## config.mk

```make
export PLATFORM = sky130hd
export DESIGN_NAME = autoconf_responder
export DESIGN_NICKNAME = d
export VERILOG_FILES = /design/src/rtl/ac_pkg.sv /design/src/rtl/ac_id_rom.sv /design/src/rtl/ac_cfg_state.sv /design/src/rtl/autoconf_responder.sv
export SDC_FILE = /design/constraint.sdc
export NUM_CORES = 1
export LEC_CHECK = 0
export CAP_MARGIN = 20
export CORE_MARGIN = 2
export CORE_UTILIZATION = 32
export CTS_CLUSTER_SIZE = 8
export DETAILED_ROUTE_END_ITERATION = 10
export GPL_TIMING_DRIVEN = 0
export MAX_ROUTING_LAYER = met4
export PLACE_DENSITY = 0.74
export SLEW_MARGIN = 5
export SYNTH_ARGS = -nofsm -noshare
export SYNTH_HDL_FRONTEND = slang
export SYNTH_SLANG_ARGS = --single-unit
```

## constraint.sdc

```tcl
create_clock -name clk_i -period 2.2 [get_ports clk_i]
set_input_delay 0.22 -clock clk_i [delete_from_list [all_inputs] [get_ports clk_i]]
set_output_delay 0.22 -clock clk_i [all_outputs]
set_load 0.02 [all_outputs]
```

## src/rtl/ac_pkg.sv

```systemverilog
package ac_pkg;
  localparam int ADDR_W = 8;
  localparam int IDX_W  = ADDR_W - 1;
  localparam int DATA_W = 16;
  localparam int NIB_W  = 4;
  localparam int BASE_W = 8;
  localparam int SIZE_W = 3;
  localparam int LOW_W  = DATA_W - NIB_W;

  typedef enum logic [SIZE_W-1:0] {
    SZ_NONE = 3'd0,
    SZ_1M   = 3'd1,
    SZ_2M   = 3'd2,
    SZ_4M   = 3'd3,
    SZ_8M   = 3'd4
  } size_e;

  // word indices (byte address >> 1)
  localparam logic [IDX_W-1:0] IDX_TYPE_HI = 7'h00;
  localparam logic [IDX_W-1:0] IDX_TYPE_LO = 7'h01;
  localparam logic [IDX_W-1:0] IDX_MFG_H0  = 7'h08;
  localparam logic [IDX_W-1:0] IDX_MFG_H1  = 7'h09;
  localparam logic [IDX_W-1:0] IDX_MFG_L0  = 7'h0A;
  localparam logic [IDX_W-1:0] IDX_MFG_L1  = 7'h0B;
  localparam logic [IDX_W-1:0] IDX_BASE    = 7'h24;
  localparam logic [IDX_W-1:0] IDX_SHUT0   = 7'h26;
  localparam logic [IDX_W-1:0] IDX_SHUT1   = 7'h27;

  localparam logic [NIB_W-1:0] NIB_TYPE  = 4'hE;
  localparam logic [NIB_W-1:0] NIB_MFG_H = 4'hA;
  localparam logic [NIB_W-1:0] NIB_MFG_L = 4'hB;
  localparam logic [NIB_W-1:0] NIB_IDLE  = 4'hF;

  function automatic logic size_fitted(logic [SIZE_W-1:0] s);
    return (s >= SZ_1M) && (s <= SZ_8M);
  endfunction

  function automatic logic [NIB_W-1:0] size_code(logic [SIZE_W-1:0] s);
    case (s)
      SZ_1M:   return 4'h5;
      SZ_2M:   return 4'h6;
      SZ_4M:   return 4'h7;
      SZ_8M:   return 4'h0;
      default: return NIB_IDLE;
    endcase
  endfunction
endpackage

```

## src/rtl/ac_id_rom.sv

```systemverilog
module ac_id_rom
  import ac_pkg::*;
(
  input  logic [IDX_W-1:0]  idx_i,
  input  logic [SIZE_W-1:0] size_i,
  output logic [NIB_W-1:0]  nib_o
);
  always_comb begin
    unique case (idx_i)
      IDX_TYPE_HI:            nib_o = NIB_TYPE;
      IDX_TYPE_LO:            nib_o = size_code(size_i);
      IDX_MFG_H0, IDX_MFG_H1: nib_o = NIB_MFG_H;
      IDX_MFG_L0, IDX_MFG_L1: nib_o = NIB_MFG_L;
      default:                nib_o = NIB_IDLE;
    endcase
  end
endmodule

```

## src/rtl/ac_cfg_state.sv

```systemverilog
module ac_cfg_state
  import ac_pkg::*;
(
  input  logic              clk_i,
  input  logic              rst_ni,
  input  logic              wr_i,
  input  logic [IDX_W-1:0]  idx_i,
  input  logic [BASE_W-1:0] wdata_i,
  output logic              open_o,
  output logic              configured_o,
  output logic [BASE_W-1:0] base_o
);
  logic hit_base, hit_shut;

  assign hit_base = wr_i && (idx_i == IDX_BASE);
  assign hit_shut = wr_i && ((idx_i == IDX_SHUT0) || (idx_i == IDX_SHUT1));

  always_ff @(posedge clk_i or negedge rst_ni) begin
    if (!rst_ni) begin
      open_o       <= 1'b1;
      configured_o <= 1'b0;
      base_o       <= '0;
    end else if (open_o) begin
      if (hit_base) begin
        base_o       <= wdata_i;
        configured_o <= 1'b1;
        open_o       <= 1'b0;
      end else if (hit_shut) begin
        open_o       <= 1'b0;
      end
    end
  end
endmodule

```

## src/rtl/autoconf_responder.sv

```systemverilog
module autoconf_responder
  import ac_pkg::*;
(
  input  logic              clk_i,
  input  logic              rst_ni,
  input  logic [ADDR_W-1:0] addr_i,
  input  logic              rnw_i,
  input  logic              valid_i,
  input  logic [BASE_W-1:0] wdata_i,
  input  logic [SIZE_W-1:0] size_sel_i,
  output logic [DATA_W-1:0] rdata_o,
  output logic              claim_o,
  output logic              configured_o,
  output logic [BASE_W-1:0] base_o
);
  logic [IDX_W-1:0] idx;
  logic [NIB_W-1:0] nib;
  logic             open_q, live;
  logic             unused_a0;

  assign idx       = addr_i[ADDR_W-1:1];
  assign unused_a0 = addr_i[0];
  assign live      = open_q && size_fitted(size_sel_i);
  assign claim_o   = valid_i && live;
  assign rdata_o   = (claim_o && rnw_i) ? {nib, {LOW_W{1'b1}}} : '0;

  ac_id_rom u_rom (
    .idx_i  (idx),
    .size_i (size_sel_i),
    .nib_o  (nib)
  );

  ac_cfg_state u_state (
    .clk_i        (clk_i),
    .rst_ni       (rst_ni),
    .wr_i         (claim_o && !rnw_i),
    .idx_i        (idx),
    .wdata_i      (wdata_i),
    .open_o       (open_q),
    .configured_o (configured_o),
    .base_o       (base_o)
  );
endmodule

```

==> results.json, run 1 <==
{
  "synth_edf_count": 0,
  "drive_gt1_frac": 0.2613,
  "ctsHtreeMaxLevel": 1,
  "crit_path_start_kind": "input pin",
  "clk_latency_ns": 0.26,
  "start_util": 0.3496,
  "dr.first_iter.drc_count": 2,
  "status": "complete, no violations",
  "power.density_mw_per_mm2": 421.5,
  "dieWidth_um": 47.91,
  "sw_frac_of_total": 0.2774,
  "relSlewSlack": 0.6105,
  "drv_slew": 0,
  "antenna_cells": 0,
  "wirelength_um": 1615,
  "grt_pass1_vias": 537,
  "place_congestion": 0.7777,
  "hold_buffers": 0,
  "finalCritPeriodShare": 0.9530,
  "antenna_left": 0,
  "async_reset_ff_frac": 1.000,
  "drv_cap": 0,
  "nets": 135,
  "finalNonFillerCells": 136,
  "tritoncts": "yes",
  "p_switching_mw": 0.1330,
  "synth_nets": 83,
  "hold_viol_final": 0,
  "power_frac_clock": 0.271,
  "num_vias": 603,
  "cp.required_ns": 1.98,
  "p_seq_frac": 0.411,
  "syn_to_final_growth_pct": 84.38,
  "final.min_clock_period_ns": 2.097,
  "final_area_mm2": 0.001137,
  "ys_warn_count": 0,
  "internal_power_mw": 0.3464,
  "drt_pass1_iterations": 2,
  "path_class": "in2out",
  "synth_top_area_share": 0.3651,
  "fillers": 178,
  "cts_made_buffers": 3,
  "core_mm2": 0.001764,
  "yosys-top-cells-area": "dfrtp_1 (37%), mux2_2 (15%), buf_4 (13%), nor2_1 (4.9%), dfstp_2 (4.3%)",
  "fmax_mhz": 477.0,
  "comb_power_share": 0.317,
  "rrSetupSlack_ns": 0.50,
  "finalSetupViolCount": 0,
  "dieHeight_um": 47.91,
  "clock-sinks": 10,
  "pin_count": 49,
  "synth_seq_cells": 10,
  "cp_data_arrival_time_ns": 1.88,
  "drcViolationCount": 0,
  "dp_slack_ns": -0.4363,
  "peakVddDrop_mv": 0.2958,
  "worstPathMaxFanout": 5,
  "fin_skew_ns": 0.003651,
  "dp_cells": 132,
  "postCtsSetupBuffers": 0,
  "crit_path_end_kind": "primary output",
  "grt_pass1_wl_um": 2173,
  "synth.avg_cell_area_um2": 10.28,
  "yosysTopAreaCell": "dfrtp_1",
  "cts-root-buf": "clkbuf_4",
  "dp_hpwl_um": 1280,
  "grt_start_max_net_pins": 13,
  "synth_cells": 60,
  "post_drt_wl_per_cell_um": 11.88,
  "ys_types": 21,
  "grt_use_total": 0.1403,
  "layout_setup_ws_ns": 0.1034,
  "place_area_mm2": 0.001119,
  "cts.path.max_buffers": 2,
  "synth_most_common_cell": "buf_4",
  "antenna_found_initial": 0,
  "fin_hold_ws_ns": 0.2612,
  "path_clk_slew_ns": 0.06,
  "io_buffers": 47,
  "dieArea_mm2": 0.002295,
  "synthFlopType": "dfrtp_1",
  "synth_top_cells_by_count": "buf_4 (11), dfrtp_1 (9), mux2_2 (8), nor2_1 (8)",
  "synth.yosys.seq_area_share": 0.4077,
  "grt_setup_unrepaired": "false",
  "syn_area_um2": 616.8,
  "tightest_slew_ns": 0.5818,
  "hold_path_class": "in2async",
  "viasPerCell": 4.434,
  "row_count": 15,
  "power.leakage_nw": 0.5937,
  "grt-ovfl-total": 0
}
==> layer usage <==
| metal | up-vias | GRT usage | share of wire |
|---|---|---|---|
| met5 | - | - | 0 |
| li1 | 299 | - | - |
| met2 | 44 | 0.2107 | 0.42 |
| met1 | 257 | 0.1602 | 0.42 |
| met3 | 3 | 0.03774 | 0.14 |
| met4 | 0 | 0.09730 | 0.019 |
==> cells in the final DEF, fill, tap and decap left out <==
cell	netlist	layout
xnor2_1	2	2
dlymetal6s2s_1	0	2
and2b_2	1	1
nor2_1	8	8
nand4_1	1	1
inv_1	2	1
clkbuf_4	0	3
and4bb_1	1	1
buf_4	11	11
dfstp_2	1	1
dlygate4sd2_1	0	16
and4_1	1	1
nor4b_4	1	1
or3_1	1	1
a41oi_1	1	1
nand2b_1	1	1
dfrtp_1	9	9
a21oi_1	3	3
clkbuf_1	0	1
or2_2	1	1
inv_2	0	1
nor3_2	0	1
mux2_2	8	8
o21ai_0	2	2
clkdlybuf4s50_1	0	29
nor4b_1	1	1
nand2_1	3	2
nand2_2	0	1
==> repair_timing <==
action | 4_1_cts | 5_1_grt
endpoints found under the setup margin | 16 | 2
endpoints found under the hold margin | 0 | 0
gates resized for setup | 18 | 3
==> worst paths after layout <==
path	from	to	depth (start not counted)
max in group asynchronous	rst_ni	u_state.open_o$_DFF_PN1_	1
min in group clk_i	u_state.configured_o$_DFFE_PN0P_	u_state.configured_o$_DFFE_PN0P_	1
min	rst_ni	u_state.base_o[3]$_DFFE_PN0P_	1
max	size_sel_i[2]	rdata_o[15]	6
max reg2reg	u_state.open_o$_DFF_PN1_	u_state.base_o[1]$_DFFE_PN0P_	3
min reg2reg	u_state.configured_o$_DFFE_PN0P_	u_state.configured_o$_DFFE_PN0P_	1
==> worst max-delay path, stage by stage <==
cell,delay [ns]
dlygate4sd2_1,0.29
or3_1,0.41
and4_1,0.25
nand2_2,0.12
nor2_1,0.06
clkdlybuf4s50_1,0.53
==> kinds of logic after synthesis <==
| kind of cell | Yosys count | synth area share |
|---|---|---|
| and+or+nand+nor | 21 | 0.2171 |
| buffers and inverters | 13 | 0.1461 |
| DFF | 10 | 0.4077 |
| muxes | 8 | 0.1461 |
| AOI/OAI and AO/OA | 6 | 0.05476 |
| xor gates and xnor gates | 2 | 0.02840 |
==> registers in the layout (all words and copies together) (netlist names) <==
register,flops
u_state.configured_o,1
u_state.base_o,8
u_state.open_o,1
==> power groups by stage <==
stage | Sequential, mW | Combinational (mW) | Clock [mW]
3_3_place_gp | 0.200 | 0.161 | 0
4_1_cts | 0.197 | 0.153 | 0.139
3_5_place_dp | 0.201 | 0.162 | 0
6_report | 0.197 | 0.152 | 0.130
5_1_grt | 0.198 | 0.164 | 0.144
2_1_floorplan | 0.207 | 0.0645 | 0
==> cell type report <==
cell class | instances | area [um2] | area share
plain buffers | 11 | 82.58 | 0.07261
clock buffers | 4 | 26.28 | 0.02310
inverters | 2 | 7.507 | 0.006601
multi-input cells | 37 | 282.8 | 0.2486
flip-flops and latches | 10 | 251.5 | 0.2211
well taps | 25 | 31.28 | 0.02750
repair buffers | 47 | 455.4 | 0.4004
==> metrics by stage <==
| stage | setup TNS, ns | power, mW | util |
|---|---|---|---|
| 4_1_cts | 0 | 0.4898 | 0.6390 |
| 6_report | 0 | 0.4794 | 0.6447 |
| 5_1_grt | 0 | 0.5053 | 0.6447 |
| 3_5_place_dp | -6.180 | 0.3630 | 0.6340 |
| 3_3_place_gp | -5.918 | 0.3610 | 0.6340 |
| 2_1_floorplan | 0 | 0.2715 | - |
Power figures use the tool's default switching activity.
==> run 2, diff against run 1 <==
--- a/config.mk
+++ b/config.mk
@@ -13,6 +13,7 @@
 export GPL_TIMING_DRIVEN = 0
 export MAX_ROUTING_LAYER = met4
 export PLACE_DENSITY = 0.74
+export SKIP_LAST_GASP = 1
 export SLEW_MARGIN = 5
 export SYNTH_ARGS = -nofsm -noshare
 export SYNTH_HDL_FRONTEND = slang
==> results of run 2 <==
The final DEF is identical to that of run 1; final timing and power are the same.
